$ cat src/rtl/syncser_pkg.sv
package syncser_pkg;
  typedef enum logic [1:0] {
    WM_OFF   = 2'd0,
    WM_THREE = 2'd1,
    WM_TWO   = 2'd2
  } wire_mode_e;

  typedef enum logic [1:0] {
    CS_SOFT  = 2'd0,
    CS_TIMER = 2'd1,
    CS_PIN   = 2'd2
  } clk_src_e;
endpackage

$ cat src/rtl/syncser_sync.sv
module syncser_sync #(
  parameter int           W       = 1,
  parameter int           STAGES  = 2,
  parameter logic [W-1:0] RST_VAL = '0
) (
  input  logic         clk,
  input  logic         rst_n,
  input  logic [W-1:0] d,
  output logic [W-1:0] q
);
  logic [W-1:0] chain [STAGES];

  for (genvar s = 0; s < STAGES; s++) begin : g_stage
    if (s == 0) begin : g_first
      always_ff @(posedge clk or negedge rst_n) begin
        if (!rst_n) chain[s] <= RST_VAL;
        else        chain[s] <= d;
      end
    end else begin : g_next
      always_ff @(posedge clk or negedge rst_n) begin
        if (!rst_n) chain[s] <= RST_VAL;
        else        chain[s] <= chain[s-1];
      end
    end
  end

  assign q = chain[STAGES-1];
endmodule

$ cat src/rtl/syncser_clkgen.sv
module syncser_clkgen
  import syncser_pkg::*;
(
  input  logic     clk,
  input  logic     rst_n,
  input  logic     mode_on,
  input  logic     is_two,
  input  clk_src_e src,
  input  logic     soft_stb,
  input  logic     tmr_stb,
  input  logic     sck_s,
  input  logic     scl_s,
  output logic     edge_rise,
  output logic     edge_fall,
  output logic     clk_lvl
);
  logic pin_s, pin_q, int_evt, pin_rise, pin_fall, use_pin;

  assign pin_s    = is_two ? scl_s : sck_s;
  assign pin_rise = pin_s & ~pin_q;
  assign pin_fall = ~pin_s & pin_q;
  assign use_pin  = (src == CS_PIN);
  assign int_evt  = ((src == CS_SOFT) & soft_stb) | ((src == CS_TIMER) & tmr_stb);

  assign edge_rise = mode_on & (use_pin ? pin_rise : (int_evt & ~clk_lvl));
  assign edge_fall = mode_on & (use_pin ? pin_fall : (int_evt & clk_lvl));

  always_ff @(posedge clk or negedge rst_n) begin
    if (!rst_n) begin
      pin_q   <= 1'b0;
      clk_lvl <= 1'b0;
    end else begin
      pin_q <= pin_s;
      if (mode_on && int_evt) clk_lvl <= ~clk_lvl;
    end
  end

  // the internal level moves only on counted internal edges
  a_r11_lvl_toggle: assert property (@(posedge clk) disable iff (!rst_n)
    (!use_pin && (edge_rise || edge_fall)) |=> (clk_lvl != $past(clk_lvl)));
  a_r11_lvl_hold: assert property (@(posedge clk) disable iff (!rst_n)
    !(edge_rise || edge_fall) |=> $stable(clk_lvl));
endmodule

$ cat src/rtl/syncser_counter.sv
module syncser_counter #(
  parameter int EDGES = 16,
  localparam int CW = $clog2(EDGES)
) (
  input  logic          clk,
  input  logic          rst_n,
  input  logic          edge_any,
  input  logic          wr_en,
  input  logic [CW-1:0] wr_val,
  input  logic          clr,
  output logic [CW-1:0] cnt,
  output logic          flag,
  output logic          wrap
);
  localparam logic [CW-1:0] LAST = CW'(EDGES - 1);

  assign wrap = edge_any & ~wr_en & (cnt == LAST);

  always_ff @(posedge clk or negedge rst_n) begin
    if (!rst_n) begin
      cnt  <= '0;
      flag <= 1'b0;
    end else begin
      if (wr_en)         cnt <= wr_val;
      else if (edge_any) cnt <= (cnt == LAST) ? '0 : cnt + 1'b1;
      if (wrap)          flag <= 1'b1;
      else if (clr)      flag <= 1'b0;
    end
  end

  a_r3_step: assert property (@(posedge clk) disable iff (!rst_n)
    (edge_any && !wr_en && cnt != LAST) |=> (cnt == CW'($past(cnt) + 1'b1)));
  a_r3_wrap_flag: assert property (@(posedge clk) disable iff (!rst_n)
    (edge_any && !wr_en && cnt == LAST) |=> (flag && cnt == '0));
  a_r3_idle: assert property (@(posedge clk) disable iff (!rst_n)
    (!edge_any && !wr_en) |=> $stable(cnt));
endmodule

$ cat src/rtl/syncser_shifter.sv
module syncser_shifter #(
  parameter int W = 8
) (
  input  logic         clk,
  input  logic         rst_n,
  input  logic         edge_rise,
  input  logic         edge_fall,
  input  logic         din,
  input  logic         wr_en,
  input  logic [W-1:0] wr_val,
  input  logic         wrap,
  output logic [W-1:0] sr,
  output logic [W-1:0] bufq
);
  logic         smp;
  logic [W-1:0] sr_next;

  always_comb begin
    sr_next = sr;
    if (wr_en)          sr_next = wr_val;
    else if (edge_fall) sr_next = {sr[W-2:0], smp};
  end

  always_ff @(posedge clk or negedge rst_n) begin
    if (!rst_n) begin
      sr   <= '0;
      smp  <= 1'b0;
      bufq <= '0;
    end else begin
      sr <= sr_next;
      if (edge_rise) smp  <= din;
      if (wrap)      bufq <= sr_next;
    end
  end

  a_r2_write: assert property (@(posedge clk) disable iff (!rst_n)
    wr_en |=> (sr == $past(wr_val)));
  a_r4_shift_left: assert property (@(posedge clk) disable iff (!rst_n)
    (edge_fall && !wr_en) |=> (sr[W-1:1] == $past(sr[W-2:0])));
  a_r8_buf_keep: assert property (@(posedge clk) disable iff (!rst_n)
    !wrap |=> $stable(bufq));
endmodule

$ cat src/rtl/syncser_twoctl.sv
module syncser_twoctl (
  input  logic clk,
  input  logic rst_n,
  input  logic is_two,
  input  logic sda_s,
  input  logic scl_s,
  input  logic clr_start,
  input  logic ovf_flag,
  output logic flag_start,
  output logic hold
);
  logic sda_q, start_det, need;

  assign start_det = is_two & sda_q & ~sda_s & scl_s;
  assign need      = is_two & (flag_start | ovf_flag);

  always_ff @(posedge clk or negedge rst_n) begin
    if (!rst_n) begin
      sda_q      <= 1'b1;
      flag_start <= 1'b0;
      hold       <= 1'b0;
    end else begin
      sda_q <= sda_s;
      if (start_det)      flag_start <= 1'b1;
      else if (clr_start) flag_start <= 1'b0;
      if (!need)          hold <= 1'b0;
      else if (!scl_s)    hold <= 1'b1;
    end
  end

  a_r9_start_cause: assert property (@(posedge clk) disable iff (!rst_n)
    $rose(flag_start) |-> $past(is_two && scl_s));
  a_r10_hold_cause: assert property (@(posedge clk) disable iff (!rst_n)
    hold |-> $past(is_two && (flag_start || ovf_flag)));
endmodule

$ cat src/rtl/syncser_engine.sv
module syncser_engine
  import syncser_pkg::*;
#(
  parameter int DATA_W      = 8,
  parameter int SYNC_STAGES = 2,
  localparam int CNT_W      = $clog2(2 * DATA_W)
) (
  input  logic              clk,
  input  logic              rst_n,
  input  logic [1:0]        cfg_wire_mode,
  input  logic [1:0]        cfg_clk_src,
  input  logic              cfg_master,
  input  logic              wr_data_en,
  input  logic [DATA_W-1:0] wr_data,
  output logic [DATA_W-1:0] rd_data,
  output logic [DATA_W-1:0] buf_data,
  input  logic              wr_cnt_en,
  input  logic [CNT_W-1:0]  wr_cnt,
  output logic [CNT_W-1:0]  cnt_out,
  input  logic              soft_strobe,
  input  logic              tmr_match,
  input  logic              clr_start,
  input  logic              clr_ovf,
  output logic              flag_start,
  output logic              flag_ovf,
  input  logic              sck_in,
  output logic              sck_out,
  input  logic              di_in,
  output logic              do_out,
  input  logic              scl_in,
  output logic              scl_oe,
  input  logic              sda_in,
  output logic              sda_oe
);
  logic mode_three, mode_two, mode_on;
  logic [3:0] pins_s;
  logic scl_s, sda_s, sck_s, di_s;
  logic e_rise, e_fall, lvl, wrap, hold;
  clk_src_e src;

  assign mode_three = (cfg_wire_mode == WM_THREE);
  assign mode_two   = (cfg_wire_mode == WM_TWO);
  assign mode_on    = mode_three | mode_two;
  assign src        = clk_src_e'(cfg_clk_src);

  syncser_sync #(.W(4), .STAGES(SYNC_STAGES), .RST_VAL(4'b1100)) u_sync (
    .clk(clk), .rst_n(rst_n),
    .d({scl_in, sda_in, sck_in, di_in}), .q(pins_s)
  );
  assign {scl_s, sda_s, sck_s, di_s} = pins_s;

  syncser_clkgen u_clk (
    .clk(clk), .rst_n(rst_n), .mode_on(mode_on), .is_two(mode_two), .src(src),
    .soft_stb(soft_strobe), .tmr_stb(tmr_match), .sck_s(sck_s), .scl_s(scl_s),
    .edge_rise(e_rise), .edge_fall(e_fall), .clk_lvl(lvl)
  );

  syncser_counter #(.EDGES(2 * DATA_W)) u_cnt (
    .clk(clk), .rst_n(rst_n), .edge_any(e_rise | e_fall),
    .wr_en(wr_cnt_en), .wr_val(wr_cnt), .clr(clr_ovf),
    .cnt(cnt_out), .flag(flag_ovf), .wrap(wrap)
  );

  syncser_shifter #(.W(DATA_W)) u_shf (
    .clk(clk), .rst_n(rst_n), .edge_rise(e_rise), .edge_fall(e_fall),
    .din(mode_two ? sda_s : di_s), .wr_en(wr_data_en), .wr_val(wr_data),
    .wrap(wrap), .sr(rd_data), .bufq(buf_data)
  );

  syncser_twoctl u_two (
    .clk(clk), .rst_n(rst_n), .is_two(mode_two), .sda_s(sda_s), .scl_s(scl_s),
    .clr_start(clr_start), .ovf_flag(flag_ovf), .flag_start(flag_start), .hold(hold)
  );

  assign do_out  = mode_three & rd_data[DATA_W-1];
  assign sda_oe  = mode_two & ~rd_data[DATA_W-1];
  assign sck_out = mode_three & cfg_master & lvl;
  assign scl_oe  = mode_two & (hold | (cfg_master & (src != CS_PIN) & ~lvl));

  a_r5_one_pin: assert property (@(posedge clk) disable iff (!rst_n)
    !(do_out && sda_oe));
  a_r7_off_still: assert property (@(posedge clk) disable iff (!rst_n)
    (!mode_on && !wr_cnt_en) |=> $stable(cnt_out));
endmodule

$ cat config.mk
export PLATFORM = sky130hd
export DESIGN_NAME = syncser_engine
export DESIGN_NICKNAME = d
export VERILOG_FILES = /design/src/rtl/syncser_pkg.sv /design/src/rtl/syncser_sync.sv /design/src/rtl/syncser_clkgen.sv /design/src/rtl/syncser_counter.sv /design/src/rtl/syncser_shifter.sv /design/src/rtl/syncser_twoctl.sv /design/src/rtl/syncser_engine.sv
export SDC_FILE = /design/constraint.sdc
export NUM_CORES = 1
export LEC_CHECK = 0
export BUFFER_PORTS_ARGS = -buffer_cell sky130_fd_sc_hd__buf_2
export CORE_ASPECT_RATIO = 1.2
export CORE_MARGIN = 10
export CORE_UTILIZATION = 54
export CTS_CLUSTER_DIAMETER = 60
export DETAILED_ROUTE_END_ITERATION = 10
export HOLD_SLACK_MARGIN = 0.12
export PLACE_DENSITY = 0.89
export SYNTH_ARGS = -nofsm -noshare
export SYNTH_HDL_FRONTEND = slang
export SYNTH_SLANG_ARGS = --single-unit
$ cat constraint.sdc
create_clock -name clk -period 3 [get_ports clk]
set_input_delay 0.3 -clock clk [delete_from_list [all_inputs] [get_ports clk]]
set_output_delay 0.3 -clock clk [all_outputs]
set_load 0.05 [all_outputs]
==> flow_metrics.py <==
metrics = {
    "sta": {
        "fin_worst_skew_ns": 0.00637,
        "rsz0062_at_grt": "no",
        "worst_pin_slew_ns": 0.737,
        "setup_viol_count_final": 0,
        "fin_ws_ns": 1.01,
        "tns_ns": 0,
        "drv_slew": 0,
        "relSlewSlack": 0.509,
        "fmax_mhz": 502,
        "period_needed_ns": 1.99,
        "post-route-period-util": 0.664,
        "finalHoldViolations": 0,
    },
    "logic_synthesis": {
        "yosys_warnings": 0,
        "synth_area_mm2": 0.00173,
        "synthTopCellsByArea": "dfrtp_1, dfstp_2, mux2_2, nor2_1, mux2i_1",
        "synth_top_cell_area_share": 0.434,
        "synthFlopType": "dfrtp_1",
        "synth_edf_count": 0,
        "synth_nets": 185,
        "synthArstFlopShare": 1.00,
        "synth.most_common_cell": "dfrtp_1",
        "syn_inst": 153,
        "yosysSeqAreaShare": 0.510,
        "ys_ff_latch": 35,
        "ys_types": 43,
        "postSynthAreaPerCell_um2": 11.3,
        "synth_area_leader_cell": "dfrtp_1",
        "synthTopCellsByCount": "dfrtp_1, nor2_1, inv_1",
    },
    "finish": {
        "fin_util": 0.695,
        "drive_gt1_frac": 0.394,
        "num_antenna_cells": 0,
        "final_area_mm2": 0.00214,
        "layout.cells.non_filler": 254,
        "fin_nets": 249,
        "area_growth_pct": 24.0,
    },
    "run_status": {
        "outcome": "finished, final reports clean",
    },
    "critical_path": {
        "start_kind": "input port",
        "r2r_start": "u_clk.clk_lvl",
        "worstRegToRegCells": 4,
        "cp_slowest_stage_delay_ns": 0.44,
        "critPathRequiredTime_ns": 3.25,
        "crit_family": "compound AO/OA/AOI/OAI gates",
        "critPathArrivalTime_ns": 2.24,
        "crit_chain": "buf_2 -> inv_1 -> ha_1 -> or3b_1 -> o22ai_4 -> mux2_2 -> o32ai_1",
        "r2r-end": "u_shf.bufq[5]",
        "end_kind": "register",
        "crit_type": "in -> reg",
        "cp_max_fo": 8,
        "crit_path_start": "cfg_wire_mode[0]",
        "r2r_setup_slack_ns": 1.04,
        "crit_buf_inv": 2,
        "crit_slowest_cell": "or3b_1",
        "cp.depth": 7,
        "crit_end": "u_shf.bufq[5]",
    },
    "job": {
        "max_cap_violations": 0,
    },
    "routing": {
        "drt_iter0_drc": 66,
        "vias": 1379,
        "antenna_left": 0,
        "wire_per_inst_um": 16.2,
        "viasPerCell": 5.43,
        "drt_first_pass_iters": 4,
        "routed_wl_um": 4110,
        "drc": 0,
    },
    "pwr": {
        "irDropWorstVdd_mv": 0.459,
        "leakage_uw": 0.00101,
        "powerDensity_mw_per_mm2": 680,
    },
    "hold_path": {
        "hold_start": "clr_ovf",
        "whs_path_depth": 2,
        "hp-class": "in -> reg",
    },
    "global_route": {
        "grt-busiest-layer": "met2",
        "antenna_found_initial": 0,
        "grt_max_degree": 36,
        "grt_usage": 0.149,
        "grtUsageMet3": 0.0531,
        "grtUsageMet1": 0.149,
        "grt_pass1_wl_um": 6830,
        "met2_usage": 0.260,
        "grt_remaining_overflow": 0,
        "grt_pass1_vias": 1481,
    },
    "placed_design": {
        "dp_slack_ns": 0.652,
        "gp_congestion": 0.775,
        "dp_cells": 240,
        "placed_cell_area_mm2": 0.00202,
        "portBuffers": 54,
        "dp_hpwl_um": 3070,
    },
    "clock_network": {
        "clk-insertion-delay-late_ns": 0.34,
        "cts_buffer_depth": 2,
        "path_clk_slew_ns": 0.11,
        "cts_made_buffers": 5,
        "cts_root_buf": "clkbuf_4",
        "numClockSinks": 35,
        "postCtsSetupRepairBufs": 0,
        "ctsHtreeMaxLevel": 2,
        "cts_tree": "yes",
    },
    "die": {
        "start_util": 0.560,
        "core-area_mm2": 0.00308,
        "die_w_um": 71.6,
        "rows": 22,
        "die_h_um": 82.0,
        "design.die.area_mm2": 0.00587,
        "ios": 55,
    },
}
metal layers:
layer / routed length [µm] / vias up
li1: - / 670
met1: 1570 / 657
met2: 2180 / 39
met3: 228 / 13
met4: 129 / 0
met5: 0 / -
flip-flops by register name, indices dropped and copies added, names as in the netlist:
register and count:
u_shf.bufq 8, u_sync.chain 4, u_shf.smp 1, u_cnt.cnt 4, u_two.flag_start 1, u_two.hold 1
u_sync.q 4, u_cnt.flag 1, u_two.sda_q 1, u_shf.sr 8, u_clk.clk_lvl 1, u_clk.pin_q 1
worst min-delay path by stage:
stage / end
floorplan: u_clk.clk_lvl
global placement: u_sync.q[1]
detailed placement: u_sync.q[0]
CTS: u_cnt.flag
global route: u_cnt.flag
finish: u_cnt.flag
repair_timing:
action	CTS	global route
hold buffers	6	0
endpoints found under the setup margin	0	0
resized for setup	0	0
hold endpoints to repair	35	0
where the power goes:
part           leakage, µW  internal, µW  switching (µW)
registers         0.000402           564            65.3
logic             0.000583           168             406
clock network    0.0000272          89.4             164
kinds of logic after synthesis:
kind of cell / count (synthesis) / share of synthesized area
AO/OA/AOI/OAI: 23 / 0.108
AND/OR/NAND/NOR: 54 / 0.178
multiplexers: 20 / 0.135
adder cells (fa/ha/maj): 3 / 0.0217
XOR/XNOR: 1 / 0.00507
buffers and inverters: 17 / 0.0413
flip-flops: 35 / 0.511
per-stage QoR:
stage / hold slack [ns] / power (µW)
2_1_floorplan: 0.00441 / 1050
3_3_place_gp: 0.333 / 1200
3_5_place_dp: 0.343 / 1210
4_1_cts: 0.130 / 1470
5_1_grt: 0.142 / 1540
6_report: 0.144 / 1460
cell usage in the layout (no fill, tap or decap), drive strengths merged, types with 2 or more instances in the layout:
| cell | synthesis | layout |
|---|---|---|
| buf | 2 | 54 |
| clkinvlp | 0 | 2 |
| nor2 | 18 | 18 |
| dfstp | 5 | 5 |
| nand3 | 6 | 6 |
| mux2 | 12 | 12 |
| clkbuf | 1 | 5 |
| mux2i | 8 | 8 |
| dlygate4sd3 | 0 | 6 |
| a21oi | 3 | 3 |
| inv | 14 | 14 |
| nor3 | 2 | 2 |
| dfrtp | 30 | 30 |
| nor2b | 9 | 9 |
| or3 | 7 | 7 |
| ha | 3 | 3 |
| o21ai | 4 | 4 |
| a31oi | 2 | 2 |
| o32ai | 6 | 6 |
| o22ai | 2 | 2 |
worst register-to-register path, cell delays in order (launching register included):
cell and delay (ns):
dfrtp_1 0.45, or3b_1 0.41, o22ai_4 0.33, mux2_2 0.40, o32ai_1 0.28
layout make-up:
class | count | area (µm²)
multi-input combinational | 101 | 774
tap | 36 | 45.0
fill | 242 | 941
clock buffer | 5 | 37.5
sequential | 35 | 882
inverter | 14 | 52.6
clock inverter | 3 | 20.0
timing repair buffer | 60 | 330
No activity file was read; power rests on OpenSTA's default activity.
